`config.mk`:
```
export PLATFORM = sky130hd
export DESIGN_NAME = exc_commit_arb
export DESIGN_NICKNAME = d
export VERILOG_FILES = /design/src/rtl/exc_pkg.sv /design/src/rtl/exc_slot_qual.sv /design/src/rtl/exc_pick.sv /design/src/rtl/exc_irq_pend.sv /design/src/rtl/exc_commit_arb.sv
export SDC_FILE = /design/constraint.sdc
export NUM_CORES = 1
export LEC_CHECK = 0
export CORE_AREA = 10 10 95 97
export CTS_CLUSTER_SIZE = 8
export DETAILED_ROUTE_END_ITERATION = 8
export DIE_AREA = 0 0 105 107
export HOLD_SLACK_MARGIN = 0.15
export MAX_ROUTING_LAYER = met4
export PLACE_DENSITY = 0.85
export SLEW_MARGIN = 20
export SYNTH_ARGS = -nofsm -noshare
export SYNTH_HDL_FRONTEND = slang
export SYNTH_SLANG_ARGS = --single-unit
```
`constraint.sdc`:
```
create_clock -name clk_i -period 5.1 [get_ports clk_i]
set_input_delay 1.275 -clock clk_i [delete_from_list [all_inputs] [get_ports clk_i]]
set_output_delay 1.275 -clock clk_i [all_outputs]
set_load 0.1 [all_outputs]
```
`src/rtl/exc_pkg.sv`:
```
package exc_pkg;
  localparam int CAUSE_W = 3;
  localparam int INSN_BYTES = 4;

  typedef enum logic [CAUSE_W-1:0] {
    CS_NONE  = 3'd0,
    CS_FAULT = 3'd1,
    CS_TRAP  = 3'd2,
    CS_ABORT = 3'd3,
    CS_DIV0  = 3'd4,
    CS_IRQ   = 3'd5
  } exc_cause_e;
endpackage

```
`src/rtl/exc_slot_qual.sv`:
```
module exc_slot_qual
  import exc_pkg::*;
(
  input  logic               valid_i,
  input  logic               squash_i,
  input  logic [CAUSE_W-1:0] evt_i,
  output logic               live_o,
  output logic               has_evt_o,
  output logic               retires_o,
  output exc_cause_e         evt_o
);
  always_comb begin
    live_o = valid_i & ~squash_i;
    unique case (evt_i)
      3'd1:    evt_o = CS_FAULT;
      3'd2:    evt_o = CS_TRAP;
      3'd3:    evt_o = CS_ABORT;
      3'd4:    evt_o = CS_DIV0;
      default: evt_o = CS_NONE; // undefined classes behave as plain instructions
    endcase
    has_evt_o = live_o && (evt_o != CS_NONE);
    // a trap has done its work and retires; the other events do not
    retires_o = live_o && (evt_o == CS_NONE || evt_o == CS_TRAP);
  end
endmodule

```
`src/rtl/exc_pick.sv`:
```
module exc_pick #(
  parameter int NSLOT = 2,
  localparam int IDX_W = (NSLOT > 1) ? $clog2(NSLOT) : 1
) (
  input  logic [NSLOT-1:0] live_i,
  input  logic [NSLOT-1:0] has_evt_i,
  output logic             evt_found_o,
  output logic [IDX_W-1:0] evt_idx_o,
  output logic             live_found_o,
  output logic [IDX_W-1:0] live_idx_o,
  output logic [NSLOT-1:0] not_younger_o
);
  always_comb begin
    evt_found_o   = 1'b0;
    evt_idx_o     = '0;
    live_found_o  = 1'b0;
    live_idx_o    = '0;
    not_younger_o = '0;
    for (int i = 0; i < NSLOT; i++) begin
      // slot i is not younger than an event slot when none was found before it
      not_younger_o[i] = ~evt_found_o;
      if (has_evt_i[i] && !evt_found_o) begin
        evt_found_o = 1'b1;
        evt_idx_o   = IDX_W'(i);
      end
      if (live_i[i] && !live_found_o) begin
        live_found_o = 1'b1;
        live_idx_o   = IDX_W'(i);
      end
    end
  end
endmodule

```
`src/rtl/exc_irq_pend.sv`:
```
module exc_irq_pend (
  input  logic clk_i,
  input  logic rst_ni,
  input  logic irq_i,
  input  logic ack_i,
  input  logic take_i,
  output logic pend_o
);
  always_ff @(posedge clk_i or negedge rst_ni) begin
    if (!rst_ni) pend_o <= 1'b0;
    else         pend_o <= (pend_o | irq_i) & ~(take_i | ack_i);
  end
endmodule

```
`src/rtl/exc_commit_arb.sv`:
```
module exc_commit_arb
  import exc_pkg::*;
#(
  parameter int NSLOT = 2,
  parameter int XLEN  = 32
) (
  input  logic                     clk_i,
  input  logic                     rst_ni,
  input  logic [NSLOT-1:0]         slot_valid_i,
  input  logic [NSLOT*XLEN-1:0]    slot_pc_i,
  input  logic [NSLOT-1:0]         slot_squash_i,
  input  logic [NSLOT*CAUSE_W-1:0] slot_evt_i,
  input  logic                     irq_i,
  input  logic                     irq_en_i,
  input  logic                     irq_ack_i,
  output logic [NSLOT-1:0]         commit_o,
  output logic                     flush_o,
  output logic                     redirect_valid_o,
  output logic                     kill_o,
  output logic [CAUSE_W-1:0]       cause_o,
  output logic [XLEN-1:0]          epc_o
);
  localparam int IDX_W = (NSLOT > 1) ? $clog2(NSLOT) : 1;

  logic [NSLOT-1:0] live, has_evt, retires, not_younger;
  exc_cause_e       evt [NSLOT];

  for (genvar g = 0; g < NSLOT; g++) begin : g_slot
    exc_slot_qual u_qual (
      .valid_i   (slot_valid_i[g]),
      .squash_i  (slot_squash_i[g]),
      .evt_i     (slot_evt_i[g*CAUSE_W +: CAUSE_W]),
      .live_o    (live[g]),
      .has_evt_o (has_evt[g]),
      .retires_o (retires[g]),
      .evt_o     (evt[g])
    );
  end

  logic             evt_found, live_found;
  logic [IDX_W-1:0] evt_idx, live_idx;

  exc_pick #(.NSLOT(NSLOT)) u_pick (
    .live_i        (live),
    .has_evt_i     (has_evt),
    .evt_found_o   (evt_found),
    .evt_idx_o     (evt_idx),
    .live_found_o  (live_found),
    .live_idx_o    (live_idx),
    .not_younger_o (not_younger)
  );

  logic irq_pend, irq_req, irq_take;

  // synchronous events win; the interrupt needs a live slot to resume at
  assign irq_req  = (irq_i | irq_pend) & irq_en_i;
  assign irq_take = irq_req & ~evt_found & live_found;

  exc_irq_pend u_pend (
    .clk_i  (clk_i),
    .rst_ni (rst_ni),
    .irq_i  (irq_i),
    .ack_i  (irq_ack_i),
    .take_i (irq_take),
    .pend_o (irq_pend)
  );

  assign commit_o = retires & not_younger & {NSLOT{~irq_take}};

  exc_cause_e       sel_evt;
  logic [XLEN-1:0]  sel_pc, live_pc;
  logic             take;
  exc_cause_e       cause_d;
  logic [XLEN-1:0]  epc_d;

  always_comb begin
    sel_evt = evt[evt_idx];
    sel_pc  = slot_pc_i[evt_idx*XLEN +: XLEN];
    live_pc = slot_pc_i[live_idx*XLEN +: XLEN];
    take    = evt_found | irq_take;
    cause_d = exc_cause_e'(cause_o);
    epc_d   = epc_o;
    if (evt_found) begin
      cause_d = sel_evt;
      unique case (sel_evt)
        CS_TRAP:  epc_d = sel_pc + XLEN'(INSN_BYTES);
        CS_ABORT: epc_d = epc_o;
        default:  epc_d = sel_pc;
      endcase
    end else if (irq_take) begin
      cause_d = CS_IRQ;
      epc_d   = live_pc;
    end
  end

  always_ff @(posedge clk_i or negedge rst_ni) begin
    if (!rst_ni) begin
      flush_o          <= 1'b0;
      redirect_valid_o <= 1'b0;
      kill_o           <= 1'b0;
      cause_o          <= '0;
      epc_o            <= '0;
    end else begin
      flush_o          <= take;
      redirect_valid_o <= take;
      kill_o           <= evt_found && (sel_evt == CS_ABORT);
      if (take) begin
        cause_o <= cause_d;
        epc_o   <= epc_d;
      end
    end
  end
endmodule

```
==> out/qor.yml, run 1 <==
clock_tree:
  cts.sinks: 38
  clock_tree.root_cell: "sky130_fd_sc_hd__clkbuf_8"
  max-clock-path-buffers: 2
  clk-insertion-delay-late_ns: 0.30
  cts.repair_timing.setup_buffer_count: 0
  cts-hold-fix-buffers: 0
  post_cts_resize_count: 0
  cts_inserted_buffers: 5
  h-tree-depth: 2
  tritoncts_clock_tree: "done"
  clk_transition_reported_paths_ns: 0.07
worst_setup_path:
  worst_setup_path_start_kind: "input pin"
  cp.arrival_ns: 3.29
  critical_path_data_required_time_ns: 3.83
  end_kind: "primary output"
  crit_fanout: 11
  rr_worst_depth: 7
  critical_path_class: "in -> out"
layout:
  synthToLayoutAreaGrowth_pct: 39.4
  post_route_cells_drive_above_1_share_pct: 6.50
  fin_nets: 634
  filler_cell_count: 598
  final_cell_area_um2: 4870
  antennaDiodeCount: 0
place:
  placement.cell_area_um2: 4790
  number_of_port_buffers: 118
  dp.final_hpwl_mm: 9.88
  place_congestion: 0.959
synthesis:
  syn_area_um2: 3490
  synth.avg_cell_area_um2: 7.81
  async_reset_ff_share_pct: 100
  sequential_share_of_the_synthesized_area_pct: 27.2
  post_synth_most_frequent_cells: "60 x sky130_fd_sc_hd__nor2_1, 38 x sky130_fd_sc_hd__dfrtp_1, 35 x sky130_fd_sc_hd__nand2_1, 24 x sky130_fd_sc_hd__a21oi_1, 23 x sky130_fd_sc_hd__a221oi_1"
  ys_types: 61
  number_of_flops_mapped_to_enable_cells_by_yosys: 0
  yosysWarningCount: 0
  synth_most_common_cell: "sky130_fd_sc_hd__nor2_1"
  synth_largest_type_area_fraction_pct: 27.2
  synth_seq_cells: 38
  synth_top_cells_by_area: "sky130_fd_sc_hd__dfrtp_1 27%, sky130_fd_sc_hd__nor2_1 6.5%, sky130_fd_sc_hd__mux2i_1 6.0%, sky130_fd_sc_hd__a221oi_1 5.8%, sky130_fd_sc_hd__nand2_1 3.8%"
  synthesis.instances: 447
  dominantRegCellSynth: "sky130_fd_sc_hd__dfrtp_1"
  post-synth-top-area-cell: "sky130_fd_sc_hd__dfrtp_1"
  synth_fp_nets: 527
sta:
  timing.final.hold_violations: 0
  max_slew_headroom_at_the_worst_pin_pct: 32.2
  grt_setup_unrepaired: "no"
  final_critical_path_share_of_the_clock_period_pct: 89.5
  maxSlewViolCount: 0
  min_period_ns: 4.56
  tightestPinTransition_ns: 1.01
  fmax_ghz: 0.219
  totalNegativeSetupSlack_ns: 0
  final-setup-viol-count: 0
  worst_clock_skew_ns: 0.00434
flow_run:
  maxCapViolCount: 0
detailed_routing:
  drt-wirelength-per-cell_um: 20.0
  remaining_drc_errors: 0
  route.top_layer_used: "met4"
  met1Wirelength_mm: 5.23
  drt-vias-per-instance: 6.54
  detail_route.wirelength_mm: 13.1
  met2_length_mm: 6.31
  drtAntennaViolNets: 0
  vias: 4271
  drt_first_pass_iters: 5
  met3_wirelength_mm: 1.19
  number_of_design_rule_violations_left_by_the_first_detailed_router_iteration: 429
worst_hold_path:
  worst_hold_path_type: "reg -> reg"
  worst_hold_path.num_cells: 2
global_routing:
  total_routing_resource_utilization_after_global_routing_pct: 22.9
  final_global_route_overflow_total: 0
  grt_antenna_before_repair: 0
  grt_start_max_net_pins: 39
  first_global_vias: 4179
  grt_first_pass_wirelength_mm: 20.9
power:
  p_per_area_nw_per_um2: 343
  power.leakage_nw: 1.77
  vdd.ir_drop.worst_mv: 0.226
floorplanning:
  total_core_area_um2: 7140
  io_pins: 119
  die_width_um: 105
  fp-row-count: 31
  die_area_um2: 11200
  die_height_um: 107
  effective_utilization_at_floorplan_pct: 48.9
status:
  status: "finished clean"
-- metal layers --
layer / global-route usage [%] / vias to the layer above
li1: - / 1918
met1: 27.6 / 1990
met2: 37.7 / 323
met3: 3.95 / 40
met4: 8.53 / 0
met5: - / -
-- worst max-delay path: stages --
cell and delay, ns:
sky130_fd_sc_hd__clkdlybuf4s50_1 0.55, sky130_fd_sc_hd__or3_1 0.45, sky130_fd_sc_hd__nand3_1 0.16, sky130_fd_sc_hd__buf_4 0.20
sky130_fd_sc_hd__nand2_1 0.09, sky130_fd_sc_hd__nor2_1 0.29, sky130_fd_sc_hd__nor4_4 0.09, sky130_fd_sc_hd__buf_12 0.19
-- final timing paths --
path / from / end / slack, ns
max in group asynchronous: rst_ni / epc_o[21] / 3.41
min: epc_o[1] / epc_o[1] / 0.52
max: slot_evt_i[4] / commit_o[0] / 0.54
min reg2reg: epc_o[1] / epc_o[1] / 0.52
max reg2reg: u_pend.pend_o / epc_o[26] / 2.68
min in group asynchronous: rst_ni / epc_o[11] / 1.10
-- registers in the layout, summed over array words and instances, names as in the netlist --
name / flops
epc_o: 32
cause_o: 3
kill_o: 1
redirect_valid_o: 1
u_pend.pend_o: 1
-- placed cells by master, fill, tap and decap left out, types with 3 or more instances in the layout --
cell,count
sky130_fd_sc_hd__clkbuf_8,5
sky130_fd_sc_hd__and4_1,6
sky130_fd_sc_hd__nor2_1,59
sky130_fd_sc_hd__nor2b_1,6
sky130_fd_sc_hd__o211ai_1,4
sky130_fd_sc_hd__nor4_1,5
sky130_fd_sc_hd__mux2i_1,21
sky130_fd_sc_hd__dfrtp_1,38
sky130_fd_sc_hd__a221oi_1,23
sky130_fd_sc_hd__a21oi_1,23
sky130_fd_sc_hd__o32ai_1,4
sky130_fd_sc_hd__o22ai_1,14
sky130_fd_sc_hd__and3_1,8
sky130_fd_sc_hd__nand3_1,21
sky130_fd_sc_hd__inv_1,7
sky130_fd_sc_hd__a22oi_1,5
sky130_fd_sc_hd__xnor2_1,14
sky130_fd_sc_hd__nor3_1,9
sky130_fd_sc_hd__o21a_1,4
sky130_fd_sc_hd__o21ai_1,6
sky130_fd_sc_hd__a41oi_1,3
sky130_fd_sc_hd__xor2_1,9
sky130_fd_sc_hd__nand2_1,35
sky130_fd_sc_hd__nand4_1,12
sky130_fd_sc_hd__clkdlybuf4s50_1,115
sky130_fd_sc_hd__mux2_2,4
sky130_fd_sc_hd__o21ai_0,21
sky130_fd_sc_hd__buf_4,10
sky130_fd_sc_hd__a31oi_1,6
sky130_fd_sc_hd__nand2b_1,4
sky130_fd_sc_hd__a222oi_1,4
sky130_fd_sc_hd__a21o_1,5
sky130_fd_sc_hd__or3_1,4
-- logic make-up (layout without fill, tap and decap cells) --
kind of cell             count (synthesis)  in the layout  share of synthesized area (%)
AO/OA/AOI/OAI                          137            137                           26.9
XOR/XNOR                                24             24                           6.24
adder cells (fa/ha/maj)                  1              1                          0.358
buffers and inverters                   35            142                           4.55
flip-flops                              38             38                           27.2
multiplexers                            25             25                           7.31
AND/OR/NAND/NOR                        187            187                           27.4
-- power breakdown --
group	switching (mW)	total [mW]	internal, mW
Sequential	0.0446	0.418	0.373
Clock	0.110	0.205	0.0944
Combinational	0.770	1.05	0.277
-- metrics by stage --
stage          utilization, %  setup slack [ns]  hold WS (ns)  total power [mW]  cells
2_1_floorplan               -            -0.205         0.519              1.16    447
5_1_grt                  68.2             0.380         0.556              1.74    653
6_report                 68.2             0.536         0.518              1.67    653
4_1_cts                  68.2             0.562         0.526              1.67    653
3_3_place_gp             67.1             0.469         0.464              1.45    646
3_5_place_dp             67.1             0.330         0.509              1.47    646
-- final cells by class --
type	count	area, um2	area share [%]
clock buffers	7	76.3	1.57
inverters	7	26.3	0.540
multi-input cells	374	2420	49.7
flip-flops and latches	38	951	19.5
well taps	99	124	2.55
repair buffers	128	1270	26.1
Power figures use the tool's default switching activity.
==> run 2, diff against run 1 <==
--- a/config.mk
+++ b/config.mk
@@ -5,6 +5,7 @@
 export SDC_FILE = /design/constraint.sdc
 export NUM_CORES = 1
 export LEC_CHECK = 0
+export CAP_MARGIN = 10
 export CORE_AREA = 10 10 95 97
 export CTS_CLUSTER_SIZE = 8
 export DETAILED_ROUTE_END_ITERATION = 8
@@ -12,6 +13,7 @@
 export HOLD_SLACK_MARGIN = 0.15
 export MAX_ROUTING_LAYER = met4
 export PLACE_DENSITY = 0.85
+export REMOVE_ABC_BUFFERS = 1
 export SLEW_MARGIN = 20
 export SYNTH_ARGS = -nofsm -noshare
 export SYNTH_HDL_FRONTEND = slang
==> run 2 against run 1 <==
Net effect: global-route usage shrank 0.052 points; sequential power is essentially flat; worst setup slack gained 0.079 ns; register-to-register slack worse by 0.07 ns; via count decreased by 1.9%; die area is the same; flip-flop and latch count stayed put; cell count rose by 0.61%; sequential share of layout area decreased by 0.055 points; critical path depth unchanged; clock power increased by 9.8%; critical path type unchanged.
==> out/qor.yml, run 2 (synthesis gave the netlist of run 1 again) <==
status:
  status: "finished clean"  # unchanged
clock_tree:
  max-clock-path-buffers: 2  # unchanged
  cts_inserted_buffers: 5  # unchanged
  clock_tree.root_cell: "sky130_fd_sc_hd__clkbuf_8"  # unchanged
  cts.sinks: 38  # unchanged
  h-tree-depth: 2  # unchanged
  cts-hold-fix-buffers: 0  # unchanged
  clk-insertion-delay-late_ns: 0.30  # about the same
  tritoncts_clock_tree: "done"  # unchanged
  cts.repair_timing.setup_buffer_count: 0  # unchanged
  post_cts_resize_count: 0  # unchanged
  clk_transition_reported_paths_ns: 0.08  # was 0.07 ns
layout:
  final_cell_mix: "115 x sky130_fd_sc_hd__clkdlybuf4s50_1, 60 x sky130_fd_sc_hd__nor2_1, 38 x sky130_fd_sc_hd__dfrtp_1, 35 x sky130_fd_sc_hd__nand2_1"  # was 115 x sky130_fd_sc_hd__clkdlybuf4s50_1, 59 x sky130_fd_sc_hd__nor2_1, 38 x sky130_fd_sc_hd__dfrtp_1, 35 x sky130_fd_sc_hd__nand2_1
  final_cells: 657  # was 653
  layout_commonest_cell: "sky130_fd_sc_hd__clkdlybuf4s50_1"  # unchanged
  ff_latch_area_um2: 951  # unchanged
  fin_nets: 637  # was 634
  post_route_cells_drive_above_1_share_pct: 6.81  # was 6.50%
  filler_cell_count: 629  # was 598
  regMostFlops: "epc_o"  # unchanged
  largest_register_ffs: 32  # unchanged
  synthToLayoutAreaGrowth_pct: 39.8  # was 39.4%
  multi_input_area_um2: 2390  # was 2420 um2
  antennaDiodeCount: 0  # unchanged
  biggestRegsByFlops: "epc_o (32), cause_o (3)"  # unchanged
worst_hold_path:
  worst_hold_path_type: "reg -> reg"  # unchanged
  holdCritStartpoint: "epc_o[1]"  # unchanged
  worst_hold_path.num_cells: 2  # unchanged
power:
  power.leakage_nw: 1.79  # was 1.77 nW
  p_per_area_nw_per_um2: 347  # was 343 nW/um2
  comb_power_share_pct: 62.1  # was 62.7%
  vdd.ir_drop.worst_mv: 0.265  # was 0.226 mV
  switching_share_pct: 55.0  # was 55.4%
  power_report.internal_total_mw: 0.761  # was 0.745 mW
  pwr-share-clk_pct: 13.3  # was 12.3%
  power.net_switching_mw: 0.931  # was 0.925 mW
  power.sequential.fraction_pct: 24.5  # was 25.0%
sta:
  grt_setup_unrepaired: "no"  # unchanged
  timing.final.hold_violations: 0  # unchanged
  fmax_ghz: 0.223  # was 0.219 GHz
  final-setup-viol-count: 0  # unchanged
  max_slew_headroom_at_the_worst_pin_pct: 31.1  # was 32.2%
  worst_clock_skew_ns: 0.00748  # was 0.00434 ns
  setup_slack_ns: 0.615  # was 0.536 ns
  min_period_ns: 4.49  # was 4.56 ns
  maxSlewViolCount: 0  # unchanged
  final_critical_path_share_of_the_clock_period_pct: 87.9  # was 89.5%
  tightestPinTransition_ns: 1.03  # was 1.01 ns
detailed_routing:
  drt-vias-per-instance: 6.38  # was 6.54
  drt_first_pass_iters: 6  # was 5
  remaining_drc_errors: 0  # unchanged
  drtAntennaViolNets: 0  # unchanged
  number_of_design_rule_violations_left_by_the_first_detailed_router_iteration: 352  # was 429
  detail_route.wirelength_mm: 13.2  # was 13.1 mm
  vias: 4191  # was 4271
  drt-wirelength-per-cell_um: 20.2  # was 20.0 um
floorplanning:
  total_core_area_um2: 7140  # unchanged
  fp-row-count: 31  # unchanged
  effective_utilization_at_floorplan_pct: 48.9  # unchanged
  die_area_um2: 11200  # unchanged
  io_pins: 119  # unchanged
  die_height_um: 107  # unchanged
  die_width_um: 105  # unchanged
place:
  dp.final_hpwl_mm: 10.1  # was 9.88 mm
  place.detailed.instances: 649  # was 646
  number_of_port_buffers: 118  # unchanged
  place_ws_ns: 0.419  # was 0.330 ns
  place_congestion: 0.921  # was 0.959
global_routing:
  grt_first_pass_wirelength_mm: 21.0  # was 20.9 mm
  grt_antenna_before_repair: 0  # unchanged
  final_global_route_overflow_total: 0  # unchanged
  first_global_vias: 4254  # was 4179
  grt_start_max_net_pins: 39  # unchanged
  total_routing_resource_utilization_after_global_routing_pct: 22.8  # was 22.9%
flow_run:
  maxCapViolCount: 0  # unchanged
worst_setup_path:
  cp-startpoint: "slot_evt_i[0]"  # was slot_evt_i[4]
  end_kind: "primary output"  # unchanged
  critPathMaxStageDelay_ns: 0.54  # was 0.55 ns
  cp.arrival_ns: 3.21  # was 3.29 ns
  crit_cells: 8  # unchanged
  cp_slowest_cell: "sky130_fd_sc_hd__clkdlybuf4s50_1"  # unchanged
  cp_cell_sequence: "clkdlybuf4s50_1 -> o21ba_1 -> o21ai_1 -> buf_4 -> nand2_1 -> a2111oi_0 -> buf_4 -> buf_12"  # was clkdlybuf4s50_1 -> or3_1 -> nand3_1 -> buf_4 -> nand2_1 -> nor2_1 -> nor4_4 -> buf_12
  cell_repeated_most_along_the_worst_path: "sky130_fd_sc_hd__buf_4"
  critical_path_data_required_time_ns: 3.83  # about the same
  worst_setup_path_start_kind: "input pin"  # unchanged
  critical_path_class: "in -> out"  # unchanged
  crit_fanout: 16  # was 11
  worstPathBufferInverterCount: 4  # was 3
  rr_worst_depth: 7  # unchanged
  critical-path-top-delay-family: "buffers and inverters"  # was simple AND/OR/NAND/NOR gates
  crit-reg2reg-launch: "u_pend.pend_o"  # unchanged
==> run 2: worst register-to-register path: stages (launching register included) <==
cell and delay, ns:
sky130_fd_sc_hd__dfrtp_1 0.35, sky130_fd_sc_hd__o21ai_0 0.10, sky130_fd_sc_hd__a21oi_1 0.43, sky130_fd_sc_hd__nor2_1 0.14, sky130_fd_sc_hd__o21ai_2 0.76, sky130_fd_sc_hd__buf_4 0.38, sky130_fd_sc_hd__nor2_1 0.08, sky130_fd_sc_hd__o22ai_1 0.18
==> run 2: layout make-up <==
class                      count  share of cell area [%]
clock inverter                 1                   0.103
timing repair buffer         131                    26.5
inverter                       7                   0.538
sequential                    38                    19.5
clock buffer                   7                    1.77
tap                           99                    2.54
multi-input combinational    374                    49.1
==> run 2: routing by layer <==
metal  global-route usage [%]  vias to the layer above  part of all wire, %
met3                     3.89                       37                  7.9
met5                        -                        -                    0
met2                     38.1                      247                   49
met4                     9.61                        0                  2.7
met1                     26.7                     1976                   40
li1                         -                     1931                    -
==> run 2: path summary, 6_finish.rpt <==
path                       slack [ns]           to
max                              0.61  commit_o[1]
min                              0.50     epc_o[1]
max reg2reg                      2.61    epc_o[17]
min reg2reg                      0.50     epc_o[1]
max in group asynchronous        3.43   cause_o[2]
min in group asynchronous        1.10    epc_o[24]
==> run 2: power groups by stage <==
stage               registers (mW)  logic (mW)  clock network (mW)
CTS                          0.415        1.05               0.225
detailed placement           0.421        1.05                   0
global route                 0.425        1.09               0.237
global placement             0.417        1.04                   0
floorplan                    0.950       0.193                   0
finish                       0.415        1.05               0.225
==> run 2: per-stage QoR <==
stage / util, % / power, mW / setup TNS (ns) / hold slack [ns] / area (um2)
global route: 68.4 / 1.75 / 0 / 0.535 / 4880
finish: 68.4 / 1.69 / 0 / 0.502 / 4880
CTS: 68.4 / 1.69 / 0 / 0.502 / 4880
detailed placement: 67.1 / 1.47 / 0 / 0.485 / 4790
global placement: 67.1 / 1.46 / 0 / 0.468 / 4790
floorplan: - / 1.14 / -4.30 / 0.519 / 3360
==> run 3, diff against run 2 <==
--- a/config.mk
+++ b/config.mk
@@ -6,14 +6,17 @@
 export NUM_CORES = 1
 export LEC_CHECK = 0
 export CAP_MARGIN = 10
-export CORE_AREA = 10 10 95 97
-export CTS_CLUSTER_SIZE = 8
+export CELL_PAD_IN_SITES_DETAIL_PLACEMENT = 0
+export CELL_PAD_IN_SITES_GLOBAL_PLACEMENT = 1
+export CORE_AREA = 10 10 110 112
+export CTS_CLUSTER_SIZE = 28
 export DETAILED_ROUTE_END_ITERATION = 8
-export DIE_AREA = 0 0 105 107
+export DIE_AREA = 0 0 120 122
 export HOLD_SLACK_MARGIN = 0.15
 export MAX_ROUTING_LAYER = met4
-export PLACE_DENSITY = 0.85
+export PLACE_DENSITY_LB_ADDON = 0.1
 export REMOVE_ABC_BUFFERS = 1
+export SETUP_SLACK_MARGIN = 0.05
 export SLEW_MARGIN = 20
 export SYNTH_ARGS = -nofsm -noshare
 export SYNTH_HDL_FRONTEND = slang
==> run 3 against run 2 <==
Net effect: worst hold slack got worse by 0.0093 ns; worst setup slack got worse by 0.076 ns; sequential power about the same; core utilization fell by 19 points; cell area grew 1.0%; register-to-register slack improved by 0.14 ns; critical path depth stayed put; total power is 0.26% lower; non-clock buffer count stayed put; count of clock-buffer cells in the layout unchanged; largest power group unchanged; highest routed layer unchanged.
==> out/qor.yml, run 3 (synthesis gave the netlist of run 1 again) <==
worst_hold_path:
  worst_hold_path_type: "reg -> reg"  # unchanged
  hold-path-endpoint: "epc_o[1]"  # unchanged
  worst_hold_path.num_cells: 2  # unchanged
  holdCritStartpoint: "epc_o[1]"  # unchanged
worst_setup_path:
  critical_path_data_required_time_ns: 3.83  # about the same
  cp_slowest_cell: "sky130_fd_sc_hd__clkdlybuf4s50_1"  # unchanged
  worst_setup_path_start_kind: "input pin"  # unchanged
  critPathMaxStageDelay_ns: 0.54  # about the same
  r2r_end: "epc_o[16]"  # was epc_o[17]
  worstPathBufferInverterCount: 4  # unchanged
  rr_worst_depth: 8  # was 7
  ff2ff_setup_slack_ns: 2.75  # was 2.61 ns
  cp.arrival_ns: 3.29  # was 3.21 ns
  critical_path_class: "in -> out"  # unchanged
  crit-reg2reg-launch: "u_pend.pend_o"  # unchanged
  end_kind: "primary output"  # unchanged
  critical-path-top-delay-family: "buffers and inverters"  # unchanged
  cp_cell_sequence: "clkdlybuf4s50_1 -> o21ba_1 -> o21ai_1 -> buf_4 -> nand2_1 -> a2111oi_0 -> buf_4 -> buf_12"  # unchanged
  crit_fanout: 16  # unchanged
  cell_repeated_most_along_the_worst_path: "sky130_fd_sc_hd__buf_4"  # unchanged
  crit_cells: 8  # unchanged
layout:
  synthToLayoutAreaGrowth_pct: 41.2  # was 39.8%
  final_cell_mix: "115 x sky130_fd_sc_hd__clkdlybuf4s50_1, 59 x sky130_fd_sc_hd__nor2_1, 38 x sky130_fd_sc_hd__dfrtp_1, 35 x sky130_fd_sc_hd__nand2_1"  # was 115 x sky130_fd_sc_hd__clkdlybuf4s50_1, 60 x sky130_fd_sc_hd__nor2_1, 38 x sky130_fd_sc_hd__dfrtp_1, 35 x sky130_fd_sc_hd__nand2_1
  biggestRegsByFlops: "epc_o (32), cause_o (3)"  # unchanged
  antennaDiodeCount: 0  # unchanged
  regMostFlops: "epc_o"  # unchanged
  post_route_cells_drive_above_1_share_pct: 6.99  # was 6.81%
  fin_nets: 637  # unchanged
  final_core_util_pct: 49.1  # was 68.4%
  layout_commonest_cell: "sky130_fd_sc_hd__clkdlybuf4s50_1"  # unchanged
  largest_register_ffs: 32  # unchanged
place:
  place_ws_ns: 0.470  # was 0.419 ns
  number_of_port_buffers: 118  # unchanged
  place_congestion: 0.873  # was 0.921
  dp.final_hpwl_mm: 10.3  # was 10.1 mm
clock_tree:
  clk-insertion-delay-late_ns: 0.30  # about the same
  cts.sinks: 38  # unchanged
  max-clock-path-buffers: 2  # unchanged
  clock_tree.root_cell: "sky130_fd_sc_hd__clkbuf_8"  # unchanged
  cts.repair_timing.setup_buffer_count: 0  # unchanged
  cts-hold-fix-buffers: 0  # unchanged
  clk_transition_reported_paths_ns: 0.08  # about the same
  post_cts_resize_count: 0  # unchanged
  h-tree-depth: 2  # unchanged
  tritoncts_clock_tree: "done"  # unchanged
  cts_inserted_buffers: 5  # unchanged
detailed_routing:
  drtAntennaViolNets: 0  # unchanged
  drt_first_pass_iters: 4  # was 6
  number_of_design_rule_violations_left_by_the_first_detailed_router_iteration: 260  # was 352
  met1Wirelength_mm: 6.28  # was 5.36 mm
  drt-vias-per-instance: 5.75  # was 6.38
  met2_length_mm: 6.51  # was 6.49 mm
  remaining_drc_errors: 0  # unchanged
  vias: 3988  # was 4191
  detail_route.wirelength_mm: 13.8  # was 13.2 mm
  met3_wirelength_um: 883  # was 1.05 mm
  drt-wirelength-per-cell_um: 20.0  # was 20.2 um
  route.top_layer_used: "met4"  # unchanged
floorplanning:
  effective_utilization_at_floorplan_pct: 34.7  # was 48.9%
  die_width_um: 120  # was 105 um
  die_area_um2: 14600  # was 11200 um2
  io_pins: 119  # unchanged
  total_core_area_um2: 10000  # was 7140 um2
  fp-row-count: 37  # was 31
  die_height_um: 122  # was 107 um
status:
  status: "finished clean"  # unchanged
sta:
  min_period_ns: 4.56  # was 4.49 ns
  totalNegativeSetupSlack_ns: 0  # unchanged
  maxSlewViolCount: 0  # unchanged
  fmax_ghz: 0.219  # was 0.223 GHz
  final_critical_path_share_of_the_clock_period_pct: 89.4  # was 87.9%
  grt_setup_unrepaired: "no"  # unchanged
  timing.final.hold_violations: 0  # unchanged
  setup_slack_ns: 0.539  # was 0.615 ns
  worst_clock_skew_ns: 0.00747  # was 0.00748 ns
  final-setup-viol-count: 0  # unchanged
  hold-worst-slack_ns: 0.492  # was 0.502 ns
  tightestPinTransition_ns: 1.10  # was 1.03 ns
  max_slew_headroom_at_the_worst_pin_pct: 26.4  # was 31.1%
global_routing:
  grt_first_pass_wirelength_mm: 22.2  # was 21.0 mm
  first_global_vias: 4052  # was 4254
  grt_start_max_net_pins: 39  # unchanged
  total_routing_resource_utilization_after_global_routing_pct: 19.1  # was 22.8%
  final_global_route_overflow_total: 0  # unchanged
  grt_antenna_before_repair: 0  # unchanged
power:
  vdd.ir_drop.worst_mv: 0.256  # was 0.265 mV
  p_per_area_nw_per_um2: 343  # was 347 nW/um2
  total_power_mw: 1.69  # about the same
  power.leakage_nw: 1.79  # about the same
flow_run:
  maxCapViolCount: 0  # unchanged
run 3: cell counts in the layout (fill, tap and decap cells not counted):
No cell type changed its count.
run 3: worst max path at each step:
stage	to	slack, ns	from
after floorplan	commit_o[1]	-2.98	slot_evt_i[1]
after global placement	epc_o[28]	0.51	slot_evt_i[4]
after detailed placement	epc_o[28]	0.47	slot_evt_i[4]
after CTS	commit_o[1]	0.51	slot_evt_i[0]
after global routing	commit_o[1]	0.35	slot_evt_i[0]
final	commit_o[1]	0.54	slot_evt_i[0]
run 3: tightest hold or removal path: stages, from the launching register on:
cell and delay (ns):
sky130_fd_sc_hd__dfrtp_1 0.35, sky130_fd_sc_hd__nand2_1 0.05, sky130_fd_sc_hd__o21ai_0 0.06
run 3: area by class of cell:
cell class | instances | area (um2)
Fill cell | 1047 | 5120
Multi-Input combinational cell | 374 | 2400
Timing Repair Buffer | 131 | 1290
Sequential cell | 38 | 951
Tap cell | 136 | 170
Clock buffer | 7 | 86.3
Inverter | 7 | 26.3
Clock inverter | 1 | 5.00
run 3: power breakdown:
| part | leakage (nW) | switching [mW] | total [mW] | internal (mW) |
|---|---|---|---|---|
| combinational | 1.32 | 0.765 | 1.04 | 0.279 |
| clock | 0.0482 | 0.120 | 0.230 | 0.109 |
| sequential | 0.431 | 0.0420 | 0.415 | 0.373 |
run 3: per-stage QoR:
stage | instance area, um2 | cells
floorplan | 3360 | 419
global placement | 4840 | 686
detailed placement | 4840 | 686
CTS | 4930 | 694
global route | 4930 | 694
finish | 4930 | 694
run 3: per-layer routing:
metal  global-route usage [%]  up-vias
met1                     24.4     1864
met2                     30.3      176
li1                         -     1935
met3                     3.65       13
met5                        -        -
met4                     5.13        0
